### src/rtl/cdiag_pkg.sv
package cdiag_pkg;
  localparam int unsigned REG_W = 16;
  localparam int unsigned ADDR_W = 5;
  localparam int unsigned SEL_LO = 8;
  localparam int unsigned SEL_HI = 10;
  localparam int unsigned REFL_GO_BIT = 12;
  localparam int unsigned LEN_GO_BIT = 13;
  localparam int unsigned REFL_DONE_BIT = 13;
  localparam int unsigned REFL_FAIL_BIT = 14;
  localparam int unsigned LEN_DONE_BIT = 15;
  localparam logic [2:0] LEN_SEL_CODE = 3'd6;

  typedef enum logic {TEST_REFL = 1'b0, TEST_LEN = 1'b1} test_e;

  typedef enum logic [3:0] {
    S_IDLE, S_RD_SEL, S_WR_SEL, S_RD_GO, S_WR_GO, S_POLL, S_RD_RES, S_FIN
  } state_e;
endpackage

### src/rtl/cdiag_mgmt_port.sv
module cdiag_mgmt_port #(
  parameter int unsigned DW = 16,
  parameter int unsigned AW = 5,
  parameter logic [4:0] PHY_ADDR = 5'd1
) (
  input  logic          clk,
  input  logic          rst_n,
  input  logic          issue_i,
  input  logic          we_i,
  input  logic [AW-1:0] reg_i,
  input  logic [DW-1:0] wdata_i,
  output logic          xfer_done_o,
  output logic          req_o,
  output logic          we_o,
  output logic [4:0]    phy_o,
  output logic [AW-1:0] reg_o,
  output logic [DW-1:0] wdata_o,
  input  logic          ack_i
);
  logic          req_q, req_d;
  logic          we_q;
  logic [AW-1:0] reg_q;
  logic [DW-1:0] wdata_q;
  logic          ld_en;

  assign ld_en = issue_i;

  always_comb begin
    req_d = req_q;
    if (req_q && ack_i) req_d = 1'b0;
    if (issue_i) req_d = 1'b1;
  end

  always_ff @(posedge clk or negedge rst_n) begin
    if (!rst_n) req_q <= 1'b0;
    else        req_q <= req_d;
  end

  always_ff @(posedge clk or negedge rst_n) begin
    if (!rst_n) begin
      we_q    <= 1'b0;
      reg_q   <= '0;
      wdata_q <= '0;
    end else if (ld_en) begin
      we_q    <= we_i;
      reg_q   <= reg_i;
      wdata_q <= wdata_i;
    end
  end

  assign xfer_done_o = req_q & ack_i;
  assign req_o   = req_q;
  assign we_o    = we_q;
  assign phy_o   = PHY_ADDR;
  assign reg_o   = reg_q;
  assign wdata_o = wdata_q;

  assert_req_hold_R7: assert property (@(posedge clk) disable iff (!rst_n)
    req_q && !ack_i |=> req_q && $stable(reg_q) && $stable(we_q) && $stable(wdata_q));

  assert_req_gap_R7: assert property (@(posedge clk) disable iff (!rst_n)
    req_q && ack_i |=> !req_q);

  assert_single_outstanding_R7: assert property (@(posedge clk) disable iff (!rst_n)
    issue_i |-> !req_q);
endmodule

### src/rtl/cdiag_poll_timer.sv
module cdiag_poll_timer #(
  parameter int unsigned CW = 8
) (
  input  logic          clk,
  input  logic          rst_n,
  input  logic          clr_i,
  input  logic          miss_i,
  input  logic [CW-1:0] limit_i,
  output logic          last_o
);
  logic [CW-1:0] cnt_q, cnt_d;
  logic          cnt_en;

  assign cnt_en = clr_i | miss_i;

  always_comb begin
    cnt_d = cnt_q;
    if (clr_i)       cnt_d = '0;
    else if (miss_i) cnt_d = cnt_q + 1'b1;
  end

  always_ff @(posedge clk or negedge rst_n) begin
    if (!rst_n)      cnt_q <= '0;
    else if (cnt_en) cnt_q <= cnt_d;
  end

  // The current miss is the last one allowed when it brings the count to the limit.
  assign last_o = ({1'b0, cnt_q} + {{CW{1'b0}}, 1'b1}) >= {1'b0, limit_i};

  assert_clear_R6: assert property (@(posedge clk) disable iff (!rst_n)
    clr_i |=> cnt_q == '0);
endmodule

### src/rtl/cdiag_word_build.sv
module cdiag_word_build
  import cdiag_pkg::*;
(
  input  test_e            test_i,
  input  logic [2:0]       idx_i,
  input  logic             go_phase_i,
  input  logic [REG_W-1:0] ctl_i,
  input  logic [REG_W-1:0] status_i,
  output logic [REG_W-1:0] wdata_o,
  output logic             sts_done_o,
  output logic             sts_fail_o
);
  logic [2:0] sel;

  assign sel = (test_i == TEST_LEN) ? LEN_SEL_CODE : idx_i;

  always_comb begin
    wdata_o = ctl_i;
    if (go_phase_i) begin
      if (test_i == TEST_LEN) wdata_o[LEN_GO_BIT]  = 1'b1;
      else                    wdata_o[REFL_GO_BIT] = 1'b1;
    end else begin
      wdata_o[SEL_HI:SEL_LO] = sel;
    end
  end

  assign sts_done_o = (test_i == TEST_LEN) ? status_i[LEN_DONE_BIT] : status_i[REFL_DONE_BIT];
  assign sts_fail_o = (test_i == TEST_REFL) & status_i[REFL_FAIL_BIT];
endmodule

### src/rtl/cable_diag_seq.sv
module cable_diag_seq
  import cdiag_pkg::*;
#(
  parameter int unsigned TO_W = 8,
  parameter logic [4:0] PHY_ADDR = 5'd1,
  parameter logic [4:0] CTL_ADDR = 5'h1E,
  parameter logic [4:0] STS_ADDR = 5'h1F,
  parameter logic [4:0] RES_ADDR = 5'h1D
) (
  input  logic            clk,
  input  logic            rst_n,
  input  logic            start_i,
  input  logic            test_sel_i,
  input  logic [2:0]      set_idx_i,
  input  logic [TO_W-1:0] timeout_limit_i,
  output logic            busy_o,
  output logic            done_o,
  output logic [15:0]     result_o,
  output logic            fail_o,
  output logic            timeout_o,
  output logic            mgmt_req_o,
  output logic            mgmt_we_o,
  output logic [4:0]      mgmt_phy_o,
  output logic [4:0]      mgmt_reg_o,
  output logic [15:0]     mgmt_wdata_o,
  input  logic            mgmt_ack_i,
  input  logic [15:0]     mgmt_rdata_i
);
  state_e           state_q, state_d;
  logic             launched_q, launched_d;
  test_e            test_q, test_d;
  logic [2:0]       idx_q, idx_d;
  logic [REG_W-1:0] ctl_q, ctl_d;
  logic [REG_W-1:0] res_q, res_d;
  logic             fail_q, fail_d;
  logic             to_q, to_d;

  logic             txn_state, issue, xfer;
  logic             we_sel;
  logic [4:0]       reg_sel;
  logic [REG_W-1:0] wword;
  logic             sts_done, sts_fail;
  logic             timer_clr, timer_miss, timer_last;
  logic             accept;

  assign txn_state = (state_q != S_IDLE) && (state_q != S_FIN);
  assign issue     = txn_state && !launched_q;
  assign we_sel    = (state_q == S_WR_SEL) || (state_q == S_WR_GO);
  assign accept    = (state_q == S_IDLE) && start_i;

  always_comb begin
    unique case (state_q)
      S_POLL:   reg_sel = STS_ADDR;
      S_RD_RES: reg_sel = RES_ADDR;
      default:  reg_sel = CTL_ADDR;
    endcase
  end

  cdiag_word_build u_build (
    .test_i     (test_q),
    .idx_i      (idx_q),
    .go_phase_i (state_q == S_WR_GO),
    .ctl_i      (ctl_q),
    .status_i   (mgmt_rdata_i),
    .wdata_o    (wword),
    .sts_done_o (sts_done),
    .sts_fail_o (sts_fail)
  );

  cdiag_mgmt_port #(.DW(REG_W), .AW(ADDR_W), .PHY_ADDR(PHY_ADDR)) u_port (
    .clk         (clk),
    .rst_n       (rst_n),
    .issue_i     (issue),
    .we_i        (we_sel),
    .reg_i       (reg_sel),
    .wdata_i     (wword),
    .xfer_done_o (xfer),
    .req_o       (mgmt_req_o),
    .we_o        (mgmt_we_o),
    .phy_o       (mgmt_phy_o),
    .reg_o       (mgmt_reg_o),
    .wdata_o     (mgmt_wdata_o),
    .ack_i       (mgmt_ack_i)
  );

  assign timer_clr  = accept;
  assign timer_miss = (state_q == S_POLL) && xfer && !sts_done;

  cdiag_poll_timer #(.CW(TO_W)) u_timer (
    .clk     (clk),
    .rst_n   (rst_n),
    .clr_i   (timer_clr),
    .miss_i  (timer_miss),
    .limit_i (timeout_limit_i),
    .last_o  (timer_last)
  );

  always_comb begin
    state_d    = state_q;
    test_d     = test_q;
    idx_d      = idx_q;
    ctl_d      = ctl_q;
    res_d      = res_q;
    fail_d     = fail_q;
    to_d       = to_q;
    launched_d = launched_q;
    if (xfer)       launched_d = 1'b0;
    else if (issue) launched_d = 1'b1;

    unique case (state_q)
      S_IDLE: begin
        if (start_i) begin
          state_d = S_RD_SEL;
          test_d  = test_e'(test_sel_i);
          idx_d   = set_idx_i;
          res_d   = '0;
          fail_d  = 1'b0;
          to_d    = 1'b0;
        end
      end
      S_RD_SEL: if (xfer) begin ctl_d = mgmt_rdata_i; state_d = S_WR_SEL; end
      S_WR_SEL: if (xfer) state_d = S_RD_GO;
      S_RD_GO:  if (xfer) begin ctl_d = mgmt_rdata_i; state_d = S_WR_GO; end
      S_WR_GO:  if (xfer) state_d = S_POLL;
      S_POLL: begin
        if (xfer) begin
          if (sts_done) begin
            if (sts_fail) begin fail_d = 1'b1; state_d = S_FIN; end
            else          state_d = S_RD_RES;
          end else if (timer_last) begin
            to_d    = 1'b1;
            state_d = S_FIN;
          end
        end
      end
      S_RD_RES: if (xfer) begin res_d = mgmt_rdata_i; state_d = S_FIN; end
      S_FIN:    state_d = S_IDLE;
      default:  state_d = S_IDLE;
    endcase
  end

  always_ff @(posedge clk or negedge rst_n) begin
    if (!rst_n) begin
      state_q    <= S_IDLE;
      launched_q <= 1'b0;
      test_q     <= TEST_REFL;
      idx_q      <= '0;
      ctl_q      <= '0;
      res_q      <= '0;
      fail_q     <= 1'b0;
      to_q       <= 1'b0;
    end else begin
      state_q    <= state_d;
      launched_q <= launched_d;
      test_q     <= test_d;
      idx_q      <= idx_d;
      ctl_q      <= ctl_d;
      res_q      <= res_d;
      fail_q     <= fail_d;
      to_q       <= to_d;
    end
  end

  assign busy_o    = state_q != S_IDLE;
  assign done_o    = state_q == S_FIN;
  assign result_o  = res_q;
  assign fail_o    = fail_q;
  assign timeout_o = to_q;

  assert_done_pulse_R9: assert property (@(posedge clk) disable iff (!rst_n)
    done_o |=> !done_o && !busy_o);

  assert_idle_quiet_R1: assert property (@(posedge clk) disable iff (!rst_n)
    !busy_o |-> !mgmt_req_o);

  assert_outcome_excl_R6: assert property (@(posedge clk) disable iff (!rst_n)
    done_o |-> !(fail_o && timeout_o));

  assert_fail_noresult_R5: assert property (@(posedge clk) disable iff (!rst_n)
    done_o && fail_o |-> result_o == '0);

  assert_start_ignored_R8: assert property (@(posedge clk) disable iff (!rst_n)
    busy_o && !done_o |=> busy_o);
endmodule

### config.mk
export PLATFORM = sky130hd
export DESIGN_NAME = cable_diag_seq
export DESIGN_NICKNAME = d
export VERILOG_FILES = /design/src/rtl/cdiag_pkg.sv /design/src/rtl/cdiag_mgmt_port.sv /design/src/rtl/cdiag_poll_timer.sv /design/src/rtl/cdiag_word_build.sv /design/src/rtl/cable_diag_seq.sv
export SDC_FILE = /design/constraint.sdc
export NUM_CORES = 1
export LEC_CHECK = 0
export BUFFER_PORTS_ARGS = -buffer_cell sky130_fd_sc_hd__buf_4
export CAP_MARGIN = 20
export CELL_PAD_IN_SITES_DETAIL_PLACEMENT = 1
export CELL_PAD_IN_SITES_GLOBAL_PLACEMENT = 2
export CORE_MARGIN = 2
export CORE_UTILIZATION = 31
export CTS_CLUSTER_DIAMETER = 50
export DETAILED_ROUTE_END_ITERATION = 7
export MAX_ROUTING_LAYER = met4
export PLACE_DENSITY = 0.85
export SETUP_SLACK_MARGIN = 0.15
export SYNTH_ARGS = -nofsm -noshare
export SYNTH_HDL_FRONTEND = slang
export SYNTH_SLANG_ARGS = --single-unit
### constraint.sdc
create_clock -name clk -period 3 [get_ports clk]
set_clock_uncertainty 0.2 [all_clocks]
set_input_delay 0.75 -clock clk [delete_from_list [all_inputs] [get_ports clk]]
set_output_delay 0.75 -clock clk [all_outputs]
set_load 0.02 [all_outputs]
# ---- Word-level counts from Yosys, hierarchy flattened
# Index checks and enable logic that the tools add are counted.
dict set report classes {
  n_eq_ne 20
  n_lt_le_gt_ge 1
  addsub 2
  reduce_logical 24
  bitwise 4
  n_mux 36
}
# cell count
set op_table {}
lappend op_table {{4-bit 2-to-1 mux} 9}
lappend op_table {{16-bit 2-to-1 mux} 2}
lappend op_table {{16-bit case mux with 2 select lines} 1}
lappend op_table {{4-bit case mux with 7 select lines} 1}
lappend op_table {{2-bit != test, second input constant} 11}
lappend op_table {{4-bit by 3-bit equality test with 1-bit output, second input constant} 4}
lappend op_table {{8-bit 2-to-1 mux} 2}
lappend op_table {{1-bit 2-to-1 mux} 15}
lappend op_table {{5-bit AND reduction} 2}
lappend op_table {{2-bit nonzero test} 5}
lappend op_table {{8-bit by 1-bit adder with 9-bit output, second input constant} 1}
lappend op_table {{9-bit by 8-bit >= comparator with 1-bit output} 1}
lappend op_table {{8-bit by 1-bit adder with 8-bit output, second input constant} 1}
lappend op_table {{4-bit by 2-bit equality test with 1-bit output, second input constant} 2}
lappend op_table {{8-bit AND reduction} 1}
lappend op_table {{1-bit logical AND} 6}
lappend op_table {{3-bit 2-to-1 mux} 2}
lappend op_table {{2-bit AND reduction} 3}
lappend op_table {{4-bit by 1-bit equality test with 1-bit output, second input constant} 1}
lappend op_table {{4-bit logical NOT} 1}
lappend op_table {{4-bit by 3-bit != test with 1-bit output, second input constant} 1}
lappend op_table {{1-bit case mux with 2 select lines} 2}
lappend op_table {{2-bit case mux with 2 select lines} 1}
lappend op_table {{4-bit nonzero test} 1}
lappend op_table {{9 further kinds} 11}
dict set report word_totals {
  wordCells 100
  output_inout_bits 48
  ff_bits 74
}

# ---- Depth between registers and ports, before layout
# Gate-level depths: netlist (run 1).
dict set report logic_depth {
  depth_word 6
  ltp_mapped 10
  depth_no_buf 10
}

# ---- Modules after synthesis
# Synthesis (run 1) repeated with hierarchy kept, for this count alone.
dict set report hier_totals {
  hier_cells 297
  area_unflattened_um2 3545.9
}
# module cells_each area_each_um2 n_inst
set by_module_without_submodules {}
lappend by_module_without_submodules {cable_diag_seq 140 1821.7 1}
lappend by_module_without_submodules {cdiag_mgmt_port 57 908.4 1}
lappend by_module_without_submodules {cdiag_poll_timer 76 651.9 1}
lappend by_module_without_submodules {cdiag_word_build 24 163.9 1}

# ---- Worst setup path before layout (run 1)
# OpenSTA, ideal clock, no wires.
dict set report synth_path {
  path_type {register -> register}
  start {register u_timer.cnt_q[0]}
  end {register state_q[1]}
  n_path_buf 0
  path_slack_ns 0.201
  stages_incl_launch_ff 11
  required_time_ns 2.672
  t_arrival_ns 2.471
  path_cell_list {dfrtp_1 -> ha_1 -> inv_1 -> or3_1 -> xnor2_1 -> ha_1 -> and3_2 -> a221oi_1 -> o31a_1 -> a31oi_1 -> mux2_1}
}
dict set report synth_between {
  elab_chain_len 4
}
# element line
set synth_rtl {}
lappend synth_rtl {{start: declaration} cdiag_poll_timer.sv:11} ;# logic [CW-1:0] cnt_q, cnt_d;
lappend synth_rtl {{start signal: assignment} cdiag_poll_timer.sv:24} ;# else if (cnt_en) cnt_q <= cnt_d;
lappend synth_rtl {{8-bit by 1-bit adder with 9-bit output} cdiag_poll_timer.sv:28} ;# assign last_o = ({1'b0, cnt_q} + {{CW{1'b0}}, 1'b1}) >= {1'b0, limit_i};
lappend synth_rtl {{9-bit by 8-bit >= comparator with 1-bit output} cdiag_poll_timer.sv:28}
lappend synth_rtl {{3-bit != test (no source line)} -}
lappend synth_rtl {{8-bit AND reduction (no source line)} -}
lappend synth_rtl {{end signal: assignment} cable_diag_seq.sv:153} ;# state_q <= state_d;
lappend synth_rtl {{end: declaration} cable_diag_seq.sv:29} ;# state_e state_q, state_d;
# Every way passes these cells.
# A chain may end at the register's enable or synchronous reset.

# ---- Worst setup path in the final report (run 1)
dict set report layout_path {
  start {register u_timer.cnt_q[1]}
  end {register state_q[1]}
}
# Same word-level chain as after synthesis.

==> results.cfg, run 1 <==
[placement]
dp_hpwl_mm = 6.032
portBuffers = 74
place_inst = 512
placed_cell_area_sq_um = 4038
routabilityCongestion = 0.7537

[sta]
min_period_ps = 2840
final_max_slew_viol_count = 0
rsz0062_at_grt = true
tightest_slew_ps = 904.0
slew_headroom_pct = 39.73
finalHoldViolCount = 0
fmax_mhz = 352.1
setup_viol = 0
period_share_pct = 94.67

[synthesis]
synth_common_cells = dfrtp_1 (71), nand2_1 (44), mux2_2 (33)
synth_cell_types = 47
seq_area_frac_synth_pct = 52.05
synth_area_leader_cell = dfrtp_1
synth_edf_count = 0
synthCells = 309
synthArstFlopShare_pct = 100.0
yosys.area.top_type_share_pct = 52.05
synthTopCellsByArea = dfrtp_1 (52%), mux2_2 (11%), nand2_1 (4.8%), ha_1 (4.8%), nand3_1 (4.3%)
post-synth-top-count-cell = dfrtp_1
syn_area_sq_um = 3413
synth-main-ff-cell = dfrtp_1
yosys_warnings = 0
ys_seq_elements = 71
syn_area_per_cell_sq_um = 11.05

[die]
fp-row-count = 38
die_w_microns = 108.9
fp.dieH_microns = 108.9
start_util_pct = 31.63
core_area_sq_um = 10790
ios = 80
die-area_sq_um = 11870

[power]
pwr-share-clk_pct = 18.1
power_mw = 3.671
p_seq_share_pct = 41.8
power_per_cell_area_nw_per_um2 = 852.9
power.net_switching_mw = 1.368
p_leak_nw = 2.164
combPwrFrac_pct = 40.1
max-vdd-ir-drop_v = 0.0003865
p_sw_share_pct = 37.27
internal_power_mw = 2.303

[critical_path]
critical-path-slowest-cell = dfrtp_1
r2r_end = state_q[1]
critical_path.cell_chain = ha_2 -> inv_2 -> or3_4 -> xnor2_2 -> ha_1 -> a21o_1 -> a221oi_2 -> o31a_1 -> a31oi_4 -> mux2_4
path_max_fanout = 2
worst-r2r-setup-slack_ps = 160
reg2reg_from = u_timer.cnt_q[1]
startpoint_type = register
end_kind = register
critPathLaunch = u_timer.cnt_q[1]
required_ps = 3030
worst_path_largest_cell_delay_ps = 370
critical_path_class = reg -> reg
cp.arrival_ps = 2870
rr_worst_depth = 10

[global_routing]
grt_pass1_vias = 2727
antenna_found_initial = 0
grt_pass1_wl_mm = 13.54
grt_util_all_layers_pct = 15.18
overflow = 0
grt_max_degree = 72

[layout]
antenna_cells = 0
fin_util_pct = 39.88
syn2layout_area_growth_pct = 26.10
fillers = 1174
final_cell_count_no_fill = 534
drive_gt1_share_pct = 39.34
nets = 434
postLayoutCellArea_sq_um = 4304
ff_latch_area_sq_um = 1777
multiInputGateArea_sq_um = 1479

[worst_hold_path]
min_path_type = reg -> reg
holdPathStages = 2
hold_start = result_o[11]
hold-path-endpoint = result_o[11]

[route]
drt_iter0_markers = 103
vias = 2534
wl_per_cell_microns = 15.74
ant_nets = 0
routed_wl_mm = 8.405
vias_per_cell = 4.745
firstDrtPassIters = 4
drc = 0

[clocking]
htree_levels = 3
clock_latency_ps = 340
root_buffer = clkbuf_8
tritoncts = built
clk_pin_slew_ps = 80
cts_buffer_depth = 2
cts.sinks = 71
numCtsBuffers = 9

[outcome]
outcome = finished clean

[flow_run]
drv_cap = 0
layout make-up:
class,count,area share (%)
clock buffers,13,3.459
clock inverters,3,0.4360
inverters,16,1.395
multi-input cells,205,34.36
flip-flops and latches,71,41.28
well taps,140,4.070
repair buffers,86,15.00
cell families after synthesis:
| family | after synthesis | synth area share [%] |
|---|---|---|
| AO/OA/AOI/OAI | 32 | 6.745 |
| XOR/XNOR | 6 | 1.540 |
| adder cells (fa/ha/maj) | 13 | 4.766 |
| buffers and inverters | 36 | 6.525 |
| flip-flops | 71 | 52.05 |
| multiplexers | 34 | 11.22 |
| other | 2 | 0.2200 |
| AND/OR/NAND/NOR | 115 | 16.94 |
layout by cell type, fill, tap and decap left out, types with 2 or more instances in the layout:
master	instances
o21ai_0	2
nand3_1	29
ha_1	12
nor3b_1	2
nand4_1	4
mux2_2	33
o21a_1	3
buf_4	86
xnor2_1	3
dfrtp_1	71
clkbuf_8	10
clkinv_2	2
xnor2_2	2
a21oi_1	7
nand3_2	2
o21ai_1	2
conb_1	5
inv_1	15
nor3_4	2
a21o_1	4
clkbuf_1	3
nand2b_1	2
nor2_1	17
o31ai_1	2
nand2_1	44
a31oi_1	4
sequential cells by signal, summed over array words and instances, names as in the netlist:
| name | flops |
|---|---|
| ctl_q | 16 |
| fail_o | 1 |
| idx_q | 3 |
| launched_q | 1 |
| result_o | 16 |
| state_q | 3 |
| test_q | 1 |
| timeout_o | 1 |
| u_port.reg_o | 3 |
| u_port.req_o | 1 |
| u_port.wdata_o | 16 |
| u_port.we_o | 1 |
| u_timer.cnt_q | 8 |
power by group through the flow:
stage          registers, mW  clock network, mW  logic [mW]
2_1_floorplan           1.67                  0       0.789
3_3_place_gp            1.54                  0        1.39
3_5_place_dp            1.56                  0        1.45
4_1_cts                 1.54              0.686        1.48
5_1_grt                 1.59              0.728        1.62
6_report                1.54              0.664        1.47
worst max path at each step:
stage | endpoint | cells past startpoint
6_report | state_q[1] | 10
5_1_grt | state_q[1] | 10
4_1_cts | state_q[1] | 10
3_5_place_dp | state_q[1] | 10
3_3_place_gp | state_q[1] | 10
2_1_floorplan | state_q[1] | 10
worst max-delay path: cells and delay by family (launching register included):
family                     cells  cell delay, ps
AOI/OAI and AO/OA              4             780
adders and majority gates      2             500
DFF                            1             370
and+or+nand+nor                1             370
muxes                          1             330
xor gates and xnor gates       1             150
buffers and inverters          1              40
routing by layer:
metal  part of all wire [%]  global-route usage, %  wire length, microns
met1                     45                  18.60                  3758
met2                     51                  25.16                  4250
met3                    3.4                  2.510                   283
met4                    1.3                  5.678                   112
met5                      0                      -                     0
stage by stage:
step | setup WS, ps | hold slack, ps | TNS (ps)
floorplan | 201.4 | 254.4 | 0
global placement | 106.5 | 250.7 | 0
detailed placement | -51.74 | 256.9 | -51.74
CTS | 153.8 | 273.2 | 0
global route | 53.67 | 299.1 | 0
finish | 159.9 | 266.1 | 0
timing repair:
action / CTS / global route
gates resized for setup: 8 / 3
hold buffers: 0 / 0
setup buffers: 2 / 4
setup endpoints to repair: 2 / 2
pin swaps: 2 / 2
No activity file was read; power rests on OpenSTA's default activity.
==> run 2, diff against run 1 <==
--- a/config.mk
+++ b/config.mk
@@ -5,11 +5,11 @@
 export SDC_FILE = /design/constraint.sdc
 export NUM_CORES = 1
 export LEC_CHECK = 0
-export BUFFER_PORTS_ARGS = -buffer_cell sky130_fd_sc_hd__buf_4
+export BUFFER_PORTS_ARGS = -buffer_cell sky130_fd_sc_hd__buf_2
 export CAP_MARGIN = 20
 export CELL_PAD_IN_SITES_DETAIL_PLACEMENT = 1
 export CELL_PAD_IN_SITES_GLOBAL_PLACEMENT = 2
-export CORE_MARGIN = 2
+export CORE_MARGIN = 4
 export CORE_UTILIZATION = 31
 export CTS_CLUSTER_DIAMETER = 50
 export DETAILED_ROUTE_END_ITERATION = 7
==> run 2 against run 1 <==
Net effect:
- hold slack got worse by 65 ps
- clock-buffer cell count decreased by 3
- first-iteration DRC count decreased by 14%
- cell count decreased by 0.37%
- sequential cell count unchanged
- die area increased by 7.5%
- sequential share of layout area increased by 2.0 points
- highest routed layer unchanged
- global-route usage decreased by 1.4 points
- core utilization decreased by 1.8 points
- register-to-register slack improved by 40 ps
- clock power increased by 3.9%
==> results.cfg, run 2 (same netlist as run 1, synthesis figures left out) <==
[power]
power_per_cell_area_nw_per_um2 = 864.6
max-vdd-ir-drop_v = 0.0004124
power_mw = 3.550
p_leak_nw = 2.097

[layout]
final_cell_mix = buf_2 (74), dfrtp_1 (71), nand2_1 (44), mux2_2 (33), nand3_1 (29)
nets = 432
final_common_cell = buf_2
fin_util_pct = 38.05
drive_gt1_share_pct = 39.39
syn2layout_area_growth_pct = 20.31
fillers = 1223

[clocking]
cts_hold_buf = 0
tritoncts = built
clock_latency_ps = 350
root_buffer = clkbuf_8
clk_pin_slew_ps = 80
htree_levels = 3
cts_buffer_depth = 2
cts.sinks = 71
numCtsBuffers = 9

[sta]
final_max_slew_viol_count = 0
slew_headroom_pct = 56.39
period_share_pct = 93.36
finalHoldViolCount = 0
fmax_mhz = 357.0
worst_hold_slack_ps = 200.7
rsz0062_at_grt = true
tightest_slew_ps = 654.1
tns_ps = 0
min_period_ps = 2801
setup_viol = 0

[critical_path]
startpoint_type = register
required_ps = 3040
cp.arrival_ps = 2840
path_max_fanout = 2
critical_path_class = reg -> reg
end_kind = register

[route]
ant_nets = 0
vias = 2513
firstDrtPassIters = 4
drt_iter0_markers = 89
routed_wl_mm = 8.279
vias_per_cell = 4.724
wl_per_cell_microns = 15.56
drc = 0

[die]
core_area_sq_um = 10790
fp-row-count = 38
ios = 80
fp.dieH_microns = 112.9
start_util_pct = 31.63
die-area_sq_um = 12750
die_w_microns = 112.9

[global_routing]
grt_pass1_vias = 2792
grt_max_degree = 72
grt_util_all_layers_pct = 13.78
antenna_found_initial = 1
overflow = 0
grt_pass1_wl_mm = 13.61

[placement]
portBuffers = 74
dp_hpwl_mm = 5.947
routabilityCongestion = 0.7739

[flow_run]
drv_cap = 0

[worst_hold_path]
min_path_type = in -> async

[outcome]
outcome = finished clean
-- run 2: through the flow --
step                instances  setup WS, ps  cell area [sq um]
floorplan                 312         201.4               3425
global placement          513         96.07               3872
detailed placement        513        0.6535               3872
CTS                       530         177.9               4080
global route              532         68.14               4106
finish                    532         199.1               4106
-- run 2: area by class of cell --
type	count	area (sq um)	area share, %
Antenna cell	1	2.502	0.06094
Clock buffer	10	137.6	3.352
Clock inverter	5	33.78	0.8227
Inverter	16	60.06	1.463
Multi-Input combinational cell	205	1463	35.62
Sequential cell	71	1777	43.27
Tap cell	140	175.2	4.266
Timing Repair Buffer	84	457.9	11.15
-- run 2: final timing paths --
path,from,cells past startpoint,slack (ps),end
hold reg to reg,result_o[7],2,260,result_o[7]
hold / removal,rst_n,2,200,u_port.reg_o[3]
min in group clk,result_o[7],2,260,result_o[7]
max in group asynchronous,rst_n,2,2070,u_port.wdata_o[14]
setup reg to reg,u_timer.cnt_q[0],10,200,state_q[1]
setup / recovery,u_timer.cnt_q[0],10,200,state_q[1]
-- run 2: per-layer routing --
metal | global-route usage (%) | vias up | share of wire, %
met2 | 22.27 | 52 | 49
met4 | 6.490 | 0 | 2.7
met1 | 16.65 | 1247 | 45
li1 | - | 1196 | -
met5 | - | - | 0
met3 | 2.620 | 18 | 4.0
-- run 2: critical path, stage by stage (launching register included) --
cell and delay (ps):
dfrtp_1 360, ha_2 200, inv_2 40, or3_4 370, xnor2_2 150, ha_1 300, a21o_1 180, a221oi_2 260
o31a_1 200, a31oi_2 120, mux2_4 320
-- run 2: timing repair --
action,CTS,global route
setup endpoints to repair,2,2
hold endpoints to repair,0,0
setup buffers,2,1
pin swaps,1,1
resized for setup,4,5
-- run 2: power by group --
group | switching (mW) | internal (mW)
combinational | 0.763 | 0.579
sequential | 0.231 | 1.29
clock | 0.372 | 0.318
total | 1.37 | 2.18
